## config.mk

```make
export PLATFORM = sky130hd
export DESIGN_NAME = tspec_stage
export DESIGN_NICKNAME = d
export VERILOG_FILES = /design/src/rtl/tspec_stage.sv
export SDC_FILE = /design/constraint.sdc
export NUM_CORES = 1
export LEC_CHECK = 0
export BUFFER_PORTS_ARGS = -buffer_cell sky130_fd_sc_hd__buf_4
export CAP_MARGIN = 20
export CORE_ASPECT_RATIO = 0.75
export CORE_UTILIZATION = 43
export DETAILED_ROUTE_END_ITERATION = 10
export GPL_ROUTABILITY_DRIVEN = 0
export PLACE_DENSITY = 0.73
export SLEW_MARGIN = 10
export SYNTH_ARGS = -nofsm -noshare
export SYNTH_HDL_FRONTEND = slang
export SYNTH_SLANG_ARGS = --single-unit
```

## constraint.sdc

```tcl
create_clock -name clk -period 1.52 [get_ports clk]
set_input_delay 0.304 -clock clk [delete_from_list [all_inputs] [get_ports clk]]
set_output_delay 0.304 -clock clk [all_outputs]
set_load 0.01 [all_outputs]
```

## src/rtl/tspec_stage.sv

```systemverilog
module tspec_stage #(
  parameter int WIDTH = 8,
  parameter int CNT_W = 4
) (
  input  logic             clk,
  input  logic             rst,
  input  logic             flush_mode,
  input  logic [WIDTH-1:0] in_data,
  input  logic [WIDTH-1:0] late_data,
  input  logic             in_valid,
  output logic             in_ready,
  output logic [WIDTH-1:0] out_data,
  output logic             out_valid,
  input  logic             out_ready,
  output logic             err_pulse,
  output logic             stall_req,
  output logic             flush_req,
  output logic [CNT_W-1:0] err_count
);
  localparam logic [CNT_W-1:0] CNT_MAX = {CNT_W{1'b1}};

  logic [WIDTH-1:0] main_q, shadow_q;
  logic             held_q;
  logic [CNT_W-1:0] cnt_q;
  logic             mismatch, take;

  assign mismatch  = held_q && (main_q != shadow_q);
  assign in_ready  = !mismatch && (!held_q || out_ready);
  assign take      = in_valid && in_ready;
  assign out_data  = main_q;
  assign out_valid = held_q && !mismatch;
  assign err_pulse = mismatch;
  assign stall_req = mismatch && !flush_mode;
  assign flush_req = mismatch && flush_mode;
  assign err_count = cnt_q;

  always_ff @(posedge clk) begin
    if (rst) begin
      main_q   <= '0;
      shadow_q <= '0;
      held_q   <= 1'b0;
      cnt_q    <= '0;
    end else if (mismatch) begin
      if (cnt_q != CNT_MAX) cnt_q <= cnt_q + 1'b1;
      if (flush_mode) held_q <= 1'b0;
      else            main_q <= shadow_q;
    end else if (take) begin
      main_q   <= in_data;
      shadow_q <= late_data;
      held_q   <= 1'b1;
    end else if (out_ready) begin
      held_q <= 1'b0;
    end
  end
endmodule


```

# [Word-level counts from Yosys, hierarchy flattened]
# Cells that the tools add are included.
[word_totals] in_bits=21 ff_bits=21
[classes] reduce_logical=16 eq_ne=4 add_sub_neg=1 bitwise=1 n_mux=7
[ops] operator="8-bit two-way mux" count=3
[ops] operator="8-bit != test" count=1
[ops] operator="2-bit AND reduction" count=4
[ops] operator="1-bit logical AND" count=6
[ops] operator="4-bit by 1-bit adder with 4-bit output, second input constant" count=1
[ops] operator="1-bit two-way mux" count=4
[ops] operator="2-bit != test, second input constant" count=2
[ops] operator="4-bit != test, second input constant" count=1
[ops] operator="1-bit zero test" count=3
[ops] operator="3-bit nonzero test" count=1
[ops] operator="2-bit nonzero test" count=1
[ops] operator="1-bit logical OR" count=1
[ops] operator="1-bit NOT" count=1

# [Logic depth before layout (Yosys ltp)]
# Gate-level depths: netlist (run 1).
[logic_depth] depth_word=7 ltp_mapped=7

# [Least setup slack after synthesis (run 1)]
# OpenSTA, ideal clock, no wires.
[synth_timing] path_kind="register to register" start="register main_q[5], in the netlist out_data[5]" end="register main_q[2], in the netlist out_data[2]" t_arrival_ns=1.611 stages_incl_launch_ff=7 setup_ns=0.088 synth_period_minus_slack_ns=1.699 path_slack_ns=-0.179 path_cell_list="dfxtp_1 -> xnor2_1 -> nand4_2 -> o32ai_4 -> buf_8 -> nor3_1 -> a311oi_2"
[synth_between] elab_chain_len=7
[synth_rtl] element="start: declaration" line="22" rtl="logic [WIDTH-1:0] main_q, shadow_q;"
[synth_rtl] element="start signal: assignment" line="46" rtl="else main_q <= shadow_q;"
[synth_rtl] element="start signal: assignment" line="48" rtl="main_q <= in_data;"
[synth_rtl] element="8-bit != test *" line="27" rtl="assign mismatch = held_q && (main_q != shadow_q);"
[synth_rtl] element="1-bit logical AND *" line="27"
[synth_rtl] element="1-bit zero test" line="28" rtl="assign in_ready = !mismatch && (!held_q || out_ready);"
[synth_rtl] element="1-bit logical AND" line="28"
[synth_rtl] element="1-bit logical AND" line="29" rtl="assign take = in_valid && in_ready;"
[synth_rtl] element="2-bit nonzero test (no line)"
[synth_rtl] element="2-bit AND reduction (no line)"
# Every way passes the cells marked *; elsewhere a longest branch is shown, timed or not.
# A chain may end at the register's enable or synchronous reset.

# [Worst setup path after layout (run 1)]
[layout_timing] start="register shadow_q[5]" end="register main_q[6], in the netlist out_data[6]"
[layout_between] elab_chain_len=7
[layout_rtl] element="start: declaration" line="22"
[layout_rtl] element="start signal: assignment" line="49" rtl="shadow_q <= late_data;"
[layout_rtl] element="8-bit != test *" line="27"
[layout_rtl] element="1-bit logical AND *" line="27"
[layout_rtl] element="1-bit zero test" line="28"
[layout_rtl] element="1-bit logical AND" line="28"
[layout_rtl] element="1-bit logical AND" line="29"
[layout_rtl] element="2-bit nonzero test (no line)"
[layout_rtl] element="2-bit AND reduction (no line)"
# Marked as above.

==> flow_results.xml, run 1 <==
<?xml version="1.0" encoding="UTF-8"?>
<metrics>
  <group name="status">
    <metric name="violations" unit="">setup timing</metric>
    <metric name="status" unit="">complete, but fails checks</metric>
  </group>
  <group name="hold_path">
    <metric name="holdPathEnd" unit="">shadow_q[4]$_SDFFE_PP0P_</metric>
    <metric name="worst_hold_startpoint" unit="">late_data[4]</metric>
    <metric name="worstHoldPathType" unit="">in2reg</metric>
    <metric name="holdPathStages" unit="">3</metric>
  </group>
  <group name="floorplanning">
    <metric name="chipHeight" unit="microns">45.12</metric>
    <metric name="design.portCount" unit="">38</metric>
    <metric name="die_footprint" unit="sq um">2684</metric>
    <metric name="initial_utilization" unit="%">45.81</metric>
    <metric name="die_width" unit="microns">59.50</metric>
    <metric name="num_rows" unit="">15</metric>
    <metric name="placeableCoreArea" unit="sq um">2327</metric>
  </group>
  <group name="setup_path">
    <metric name="crit_path_start_kind" unit="">flip-flop</metric>
    <metric name="critical-path-max-stage-delay" unit="ps">400</metric>
    <metric name="timing.critical_path.to_type" unit="">flip-flop</metric>
    <metric name="critical_setup_path_class" unit="">reg2reg</metric>
    <metric name="worst-r2r-cell-count" unit="">7</metric>
    <metric name="regToRegEndpoint" unit="">out_data[6]$_SDFFE_PP0P_</metric>
    <metric name="wp_data_arrival" unit="ps">2110</metric>
    <metric name="r2r_start" unit="">shadow_q[5]$_SDFFE_PP0P_</metric>
    <metric name="worst-endpoint-required" unit="ps">1740</metric>
    <metric name="cp_cell_sequence" unit="">xnor2_2 -&gt; nand4_2 -&gt; buf_4 -&gt; o32ai_4 -&gt; buf_6 -&gt; nor3_1 -&gt; a311oi_2</metric>
    <metric name="path_max_fanout" unit="">5</metric>
    <metric name="critical-path-slowest-cell" unit="">o32ai_4</metric>
    <metric name="regToRegSetupSlack" unit="ps">-370</metric>
  </group>
  <group name="cells_and_area">
    <metric name="finalNetCount" unit="">205</metric>
    <metric name="synthToLayoutAreaGrowth" unit="%">67.02</metric>
    <metric name="number_of_antenna_diodes" unit="">0</metric>
    <metric name="fill_cells" unit="">185</metric>
    <metric name="final_core_density" unit="%">76.51</metric>
    <metric name="proportion_of_layout_cells_with_a_drive_suffix_above_1" unit="%">62.64</metric>
  </group>
  <group name="drt">
    <metric name="wire_per_inst" unit="microns">14.66</metric>
    <metric name="detail_route.first_pass.iterations" unit="">4</metric>
    <metric name="drc_errors" unit="">0</metric>
    <metric name="antenna_violating_nets_post_route" unit="">0</metric>
    <metric name="avgViaCountPerCell" unit="">5.264</metric>
    <metric name="routed_wl" unit="microns">3167</metric>
    <metric name="route.vias.total" unit="">1137</metric>
    <metric name="drt_iter0_markers" unit="">41</metric>
  </group>
  <group name="pwr">
    <metric name="powerDensity" unit="nW/um^2">948.5</metric>
    <metric name="fin_total_pwr" unit="uW">1689</metric>
    <metric name="cellLeakagePower" unit="uW">0.0007826</metric>
    <metric name="combinational_share_of_power" unit="%">43.8</metric>
    <metric name="power.share.switching" unit="%">33.33</metric>
    <metric name="pwr-share-clk" unit="%">16.4</metric>
    <metric name="netSwitchingPower" unit="uW">562.9</metric>
    <metric name="internal-power" unit="uW">1126</metric>
    <metric name="seq_power_share" unit="%">39.8</metric>
    <metric name="max_ir_drop_vdd" unit="uV">847.9</metric>
  </group>
  <group name="global_routing">
    <metric name="grt_pass1_wl" unit="microns">5078</metric>
    <metric name="grt_max_degree" unit="">22</metric>
    <metric name="grt_pass1_vias" unit="">1092</metric>
    <metric name="antenna_found_initial" unit="">0</metric>
    <metric name="grtUsageTotal" unit="%">26.31</metric>
    <metric name="globalRoute.totalOverflow" unit="">0</metric>
  </group>
  <group name="synthesis">
    <metric name="number_of_nets_produced_by_synthesis" unit="">136</metric>
    <metric name="ys_dominant_reg_cell" unit="">dfxtp_1</metric>
    <metric name="avgSynthCellArea" unit="sq um">9.351</metric>
    <metric name="ys_seq_elements" unit="">21</metric>
    <metric name="synth.yosys.warnings" unit="">0</metric>
    <metric name="yosysSeqAreaShare" unit="%">39.44</metric>
    <metric name="synth_enable_flop_cells" unit="">0</metric>
    <metric name="synthesis.area" unit="sq um">1066</metric>
    <metric name="synth.lib_cells_used.distinct" unit="">30</metric>
    <metric name="synth-async-reset-ratio" unit="%">0</metric>
    <metric name="synthesis.instances" unit="">114</metric>
  </group>
  <group name="cts">
    <metric name="cts_buffers" unit="">3</metric>
    <metric name="cts.hold.buffers_added" unit="">0</metric>
    <metric name="clock_sinks" unit="">21</metric>
    <metric name="cts_h_tree_depth" unit="">1</metric>
    <metric name="clkTransAtPathRegs" unit="ps">120</metric>
    <metric name="ctsLongestPathBuffers" unit="">2</metric>
    <metric name="clock-root-buffer" unit="">clkbuf_4</metric>
    <metric name="clk-insertion-delay-late" unit="ps">310</metric>
    <metric name="cts_tree" unit="">built</metric>
  </group>
  <group name="place">
    <metric name="place.detailed.hpwl" unit="microns">2332</metric>
    <metric name="port_buffers" unit="">37</metric>
  </group>
  <group name="timing">
    <metric name="timing.slew.headroom" unit="%">73.10</metric>
    <metric name="count_of_final_setup_violators" unit="">22</metric>
    <metric name="final_critical_path_setup_slack" unit="ps">-366.4</metric>
    <metric name="clock-skew-final" unit="ps">6.065</metric>
    <metric name="rsz0062_at_grt" unit="">yes</metric>
    <metric name="timing_max_transition_violations_final" unit="">0</metric>
    <metric name="report.final.hold_viol_count" unit="">0</metric>
    <metric name="finalCriticalPeriod" unit="ps">1886</metric>
    <metric name="timing.final.crit_share" unit="%">124.1</metric>
    <metric name="achievable-frequency" unit="MHz">530.1</metric>
    <metric name="worst-slew-pin-transition" unit="ps">403.4</metric>
  </group>
  <group name="job">
    <metric name="max-cap-violations" unit="">0</metric>
  </group>
</metrics>
-- synth_stat cells, types with 2 or more instances --
library cell  count  area share, %
a21oi_1           2           0.94
a311oi_1          7            5.8
a311oi_2          2            2.8
clkbuf_1          3            1.1
dfxtp_1          21             39
inv_1             3            1.1
mux2i_1           9            8.5
nand2_1          18            6.3
nand3_1           3            1.4
nand4_2           2            2.3
nor2_1           10            3.5
nor3_1            9            4.2
xnor2_1           8            6.6
-- stage by stage --
| stage | hold WS [ps] | setup WS [ps] | cells | cell area (sq um) | TNS (ps) |
|---|---|---|---|---|---|
| 3_5_place_dp | 505.4 | -260.7 | 208 | 1617 | -4521 |
| 3_3_place_gp | 496.2 | -205.1 | 208 | 1617 | -2974 |
| 2_1_floorplan | 368.7 | -104.7 | 114 | 1122 | -1404 |
| 4_1_cts | 219.0 | -342.6 | 219 | 1795 | -6383 |
| 6_report | 217.4 | -366.4 | 216 | 1780 | -7051 |
| 5_1_grt | 203.5 | -461.2 | 216 | 1780 | -9316 |
-- cells in the final DEF, fill, tap and decap left out, types with 5 or more instances in the layout --
cell type  netlist  layout
mux2i_1          9       9
xnor2_2          0       8
a311oi_1         7       5
buf_6            1      10
nor2_1          10      10
buf_4            0      60
nor3_1           9       8
nand2_1         18      17
dfxtp_2          0      14
dfxtp_1         21       7
-- registers in the layout (all words and copies together), names as in the netlist --
signal / cells
out_data: 8
shadow_q: 8
held_q: 1
err_count: 4
-- repair_timing --
item                                   4_1_cts  5_1_grt
resized for setup                           26        5
setup endpoints to repair                   26       26
setup buffers                               10        0
pin swaps                                   10        5
endpoints found under the hold margin        0        0
-- cell families after synthesis --
kind of cell,synth area share [%]
simple gates,21.95
flops,39.44
compound gates,16.55
xor+xnor,7.395
buf+inv,5.046
mux,8.451
fa+ha+maj,1.174
-- layout make-up --
type                            instances  area (sq um)  area share, %
Multi-Input combinational cell         84         699.4          39.28
Clock buffer                            4         26.28          1.476
Sequential cell                        21         437.9          24.60
Inverter                                3         11.26         0.6325
Tap cell                               34         42.54          2.389
Timing Repair Buffer                   70         563.0          31.62
-- critical path, delay by kind of cell, from the launching register on --
kind,cells,cell delay [ps]
buffers and inverters,2,370
AND/OR/NAND/NOR,2,230
XOR/XNOR,1,210
flip-flops,1,360
AO/OA/AOI/OAI,2,630
-- layer usage --
| layer | track usage (%) | vias to the layer above | share of wire, % |
|---|---|---|---|
| met2 | 45.62 | 40 | 50 |
| met1 | 32.92 | 544 | 44 |
| met4 | 6.512 | 0 | 1.1 |
| met3 | 6.877 | 6 | 4.5 |
| met5 | 0 | - | 0 |
| li1 | - | 547 | - |
-- power by group through the flow --
stage	logic (uW)	clock network, uW	registers (uW)
after detailed placement	646	0	676
after CTS	749	283	671
final	740	277	671
after floorplan	324	0	694
after global routing	794	317	679
after global placement	621	0	672
-- how the worst max path moves through the flow --
stage,start,endpoint,slack [ps],cells past startpoint
2_1_floorplan,out_data[0]$_SDFFE_PP0P_,out_data[2]$_SDFFE_PP0P_,-100,6
3_3_place_gp,shadow_q[6]$_SDFFE_PP0P_,flush_req,-210,6
3_5_place_dp,shadow_q[6]$_SDFFE_PP0P_,flush_req,-260,6
4_1_cts,out_data[6]$_SDFFE_PP0P_,stall_req,-340,5
5_1_grt,shadow_q[4]$_SDFFE_PP0P_,out_data[6]$_SDFFE_PP0P_,-460,7
6_report,shadow_q[5]$_SDFFE_PP0P_,out_data[6]$_SDFFE_PP0P_,-370,7
No activity file was read; power rests on OpenSTA's default activity.
==> inputs of run 2 (changes only) <==
--- a/config.mk
+++ b/config.mk
@@ -5,14 +5,14 @@
 export SDC_FILE = /design/constraint.sdc
 export NUM_CORES = 1
 export LEC_CHECK = 0
+export ABC_AREA = 1
 export BUFFER_PORTS_ARGS = -buffer_cell sky130_fd_sc_hd__buf_4
 export CAP_MARGIN = 20
 export CORE_ASPECT_RATIO = 0.75
-export CORE_UTILIZATION = 43
+export CORE_UTILIZATION = 44
 export DETAILED_ROUTE_END_ITERATION = 10
 export GPL_ROUTABILITY_DRIVEN = 0
 export PLACE_DENSITY = 0.73
-export SLEW_MARGIN = 10
 export SYNTH_ARGS = -nofsm -noshare
 export SYNTH_HDL_FRONTEND = slang
 export SYNTH_SLANG_ARGS = --single-unit
==> run 2 against run 1 <==
Effect of this change:
- the flow still finishes with violations (setup timing)
- design area increased by 9.1%
- non-clock buffer count decreased by 3
- worst setup slack improved by 74 ps
- via count increased by 24%
- first-iteration DRC count increased by 120%
- final cell count increased by 30%
- sequential cell count unchanged
- critical path depth increased by 3
- maximum frequency increased by 4.1%
- combinational power increased by 11%
- critical path type is now reg2out
- critical endpoint is now err_pulse
==> flow_results.xml, run 2 <==
<?xml version="1.0" encoding="UTF-8"?>
<metrics>
  <group name="status">
    <metric name="status" unit="">complete, but fails checks</metric>
    <metric name="violations" unit="">setup timing</metric>
  </group>
  <group name="synthesis">
    <metric name="synth-async-reset-ratio" unit="%">0</metric>
    <metric name="number_of_nets_produced_by_synthesis" unit="">200</metric>
    <metric name="yosys.cell_count.top_type" unit="">nand2_1</metric>
    <metric name="synth_area_leaders" unit="">dfxtp_1, nand2_1, a21oi_1</metric>
    <metric name="yosysSeqAreaShare" unit="%">34.85</metric>
    <metric name="avgSynthCellArea" unit="sq um">6.776</metric>
    <metric name="synth_enable_flop_cells" unit="">0</metric>
    <metric name="synth.yosys.warnings" unit="">0</metric>
    <metric name="synthesis.instances" unit="">178</metric>
    <metric name="synthesis.area" unit="sq um">1206</metric>
    <metric name="netlist.area_leader.share" unit="%">34.85</metric>
    <metric name="yosys-top-cells-count" unit="">nand2_1, dfxtp_1, nor2_1</metric>
    <metric name="post-synth-top-area-cell" unit="">dfxtp_1</metric>
    <metric name="synth.lib_cells_used.distinct" unit="">22</metric>
    <metric name="ys_dominant_reg_cell" unit="">dfxtp_1</metric>
    <metric name="ys_seq_elements" unit="">21</metric>
  </group>
  <group name="setup_path">
    <metric name="worst-endpoint-required" unit="ps">1220</metric>
    <metric name="crit_path_start_kind" unit="">flip-flop</metric>
    <metric name="levels_on_crit_path" unit="">10</metric>
    <metric name="critical_path_launch_point" unit="">out_data[5]$_SDFFE_PP0P_</metric>
    <metric name="worst-r2r-cell-count" unit="">14</metric>
    <metric name="timing.critical_path.to_type" unit="">output port</metric>
    <metric name="cp_cell_sequence" unit="">inv_2 -&gt; nand2_2 -&gt; nand2_1 -&gt; nand2_1 -&gt; nor2_1 -&gt; nand2_2 -&gt; nand2_4 -&gt; buf_12 -&gt; inv_8 -&gt; buf_6</metric>
    <metric name="cp.buffers_inverters" unit="">4</metric>
    <metric name="r2r_start" unit="">out_data[5]$_SDFFE_PP0P_</metric>
    <metric name="critical-path-max-stage-delay" unit="ps">360</metric>
    <metric name="wp_data_arrival" unit="ps">1510</metric>
    <metric name="critical-path-slowest-cell" unit="">dfxtp_2</metric>
    <metric name="crit_family" unit="">simple AND/OR/NAND/NOR gates</metric>
    <metric name="critical_setup_path_class" unit="">reg2out</metric>
    <metric name="path_max_fanout" unit="">4</metric>
  </group>
  <group name="place">
    <metric name="place.detailed.hpwl" unit="microns">2318</metric>
    <metric name="placement.cell_area" unit="sq um">1618</metric>
    <metric name="numPlacedInstances" unit="">263</metric>
    <metric name="port_buffers" unit="">37</metric>
  </group>
  <group name="drt">
    <metric name="drc_errors" unit="">0</metric>
    <metric name="avgViaCountPerCell" unit="">5.036</metric>
    <metric name="antenna_violating_nets_post_route" unit="">0</metric>
    <metric name="routed_wl" unit="microns">3890</metric>
    <metric name="wire_per_inst" unit="microns">13.89</metric>
    <metric name="route.vias.total" unit="">1410</metric>
    <metric name="drt_iter0_markers" unit="">90</metric>
    <metric name="detail_route.first_pass.iterations" unit="">5</metric>
  </group>
  <group name="timing">
    <metric name="final_critical_path_setup_slack" unit="ps">-292.6</metric>
    <metric name="timing_max_transition_violations_final" unit="">0</metric>
    <metric name="clock-skew-final" unit="ps">11.39</metric>
    <metric name="finalCriticalPeriod" unit="ps">1813</metric>
    <metric name="count_of_final_setup_violators" unit="">21</metric>
    <metric name="timing.slew.headroom" unit="%">60.32</metric>
    <metric name="hold_slack" unit="ps">166.8</metric>
    <metric name="report.final.hold_viol_count" unit="">0</metric>
    <metric name="worst-slew-pin-transition" unit="ps">594.6</metric>
    <metric name="achievable-frequency" unit="MHz">551.7</metric>
    <metric name="rsz0062_at_grt" unit="">yes</metric>
    <metric name="final.setup.tns" unit="ps">-4819</metric>
    <metric name="timing.final.crit_share" unit="%">119.2</metric>
  </group>
  <group name="global_routing">
    <metric name="grt_max_degree" unit="">17</metric>
    <metric name="antenna_found_initial" unit="">0</metric>
    <metric name="globalRoute.totalOverflow" unit="">0</metric>
    <metric name="grtUsageTotal" unit="%">26.04</metric>
    <metric name="grt_pass1_wl" unit="microns">5678</metric>
    <metric name="grt_pass1_vias" unit="">1198</metric>
  </group>
  <group name="cts">
    <metric name="cts_h_tree_depth" unit="">1</metric>
    <metric name="clock_sinks" unit="">21</metric>
    <metric name="clkTransAtPathRegs" unit="ps">130</metric>
    <metric name="clk-insertion-delay-late" unit="ps">330</metric>
    <metric name="cts_buffers" unit="">3</metric>
    <metric name="cts.hold.buffers_added" unit="">0</metric>
    <metric name="ctsLongestPathBuffers" unit="">2</metric>
    <metric name="clock-root-buffer" unit="">clkbuf_4</metric>
    <metric name="cts_tree" unit="">built</metric>
  </group>
  <group name="floorplanning">
    <metric name="num_rows" unit="">16</metric>
    <metric name="die_footprint" unit="sq um">2957</metric>
    <metric name="initial_utilization" unit="%">46.35</metric>
    <metric name="design.portCount" unit="">38</metric>
    <metric name="die_width" unit="microns">62.46</metric>
    <metric name="placeableCoreArea" unit="sq um">2603</metric>
    <metric name="chipHeight" unit="microns">47.34</metric>
  </group>
  <group name="hold_path">
    <metric name="holdPathStages" unit="">2</metric>
    <metric name="worst_hold_startpoint" unit="">rst</metric>
    <metric name="worstHoldPathType" unit="">in2reg</metric>
  </group>
  <group name="job">
    <metric name="max-cap-violations" unit="">0</metric>
  </group>
  <group name="pwr">
    <metric name="powerDensity" unit="nW/um^2">928.8</metric>
    <metric name="seq_power_share" unit="%">38.1</metric>
    <metric name="internal-power" unit="uW">1129</metric>
    <metric name="combinational_share_of_power" unit="%">45.7</metric>
    <metric name="cellLeakagePower" unit="uW">0.0009509</metric>
    <metric name="power.share.switching" unit="%">37.43</metric>
    <metric name="max_ir_drop_vdd" unit="uV">569.1</metric>
    <metric name="netSwitchingPower" unit="uW">675.1</metric>
    <metric name="pwr-share-clk" unit="%">16.2</metric>
  </group>
  <group name="cells_and_area">
    <metric name="layout_commonest_cell" unit="">buf_4</metric>
    <metric name="number_of_antenna_diodes" unit="">0</metric>
    <metric name="finish.cell_count_without_fillers" unit="">280</metric>
    <metric name="synthToLayoutAreaGrowth" unit="%">61.00</metric>
    <metric name="most-common-layout-cells" unit="">buf_4, nand2_1, nor2_1, nand3_1</metric>
    <metric name="fill_cells" unit="">176</metric>
    <metric name="final_core_density" unit="%">74.62</metric>
    <metric name="ff_latch_area" unit="sq um">435.4</metric>
    <metric name="stdcell_area" unit="sq um">1942</metric>
    <metric name="area_occupied_by_multi_input_gates" unit="sq um">799.5</metric>
    <metric name="proportion_of_layout_cells_with_a_drive_suffix_above_1" unit="%">51.23</metric>
    <metric name="finalNetCount" unit="">267</metric>
  </group>
</metrics>
run 2: cell count changes after synthesis, sizes merged, moves of 8 or more:
| cell | before | now |
|---|---|---|
| a21oi | 2 | 20 |
| a311oi | 9 | 0 |
| inv | 3 | 19 |
| mux2i | 9 | 0 |
| nand2 | 18 | 49 |
| nand3 | 3 | 23 |
| nor2 | 10 | 21 |
| nor3 | 9 | 1 |
run 2: what timing repair did:
action                     in CTS  in global routing
buffers inserted                9                  2
pin swaps                       6                  9
setup endpoints to repair      21                 25
gates resized for setup        42                 25
cloned                          3                  0
run 2: area by class of cell:
type                       count  share of cell area (%)
inverter                      19                   4.188
clock inverter                 1                  0.2577
tap                           36                   2.320
clock buffer                   3                   1.160
multi-input combinational    133                   41.17
timing repair buffer          67                   28.48
sequential                    21                   22.42
run 2: routing by layer:
metal / GRT usage, % / vias to the layer above / wire, microns
li1: - / 707 / -
met1: 35.34 / 657 / 1767
met4: 6.047 / 0 / 23
met2: 42.61 / 41 / 1917
met3: 6.311 / 5 / 181
met5: 0 / - / 0
run 2: kinds of logic (layout without fill, tap and decap cells):
logic type               count (synthesis)  after routing  synth area share, %
AND/OR/NAND/NOR                         95             98                35.89
AO/OA/AOI/OAI                           28             28                11.62
buffers and inverters                   27             90                12.24
flip-flops                              21             21                34.85
XOR/XNOR                                 6              6                4.357
adder cells (fa/ha/maj)                  1              1                1.037
run 2: power groups by stage:
stage | registers [uW] | logic (uW) | clock network, uW
global route | 695 | 893 | 319
floorplan | 691 | 350 | 0
CTS | 676 | 756 | 286
finish | 687 | 825 | 293
detailed placement | 677 | 620 | 0
global placement | 674 | 605 | 0
run 2: final timing paths:
| kind | to | slack (ps) |
|---|---|---|
| min | err_count[0]$_SDFFE_PP0P_ | 170 |
| max reg2reg | out_data[0]$_SDFFE_PP0P_ | -260 |
| min reg2reg | err_count[1]$_SDFFE_PP0P_ | 510 |
| max | err_pulse | -290 |
run 2: stage by stage:
stage	setup slack, ps	power [uW]
global route	-324.6	1907
global placement	14.87	1279
finish	-292.6	1804
detailed placement	-47.58	1297
CTS	-253.3	1717
floorplan	20.07	1041
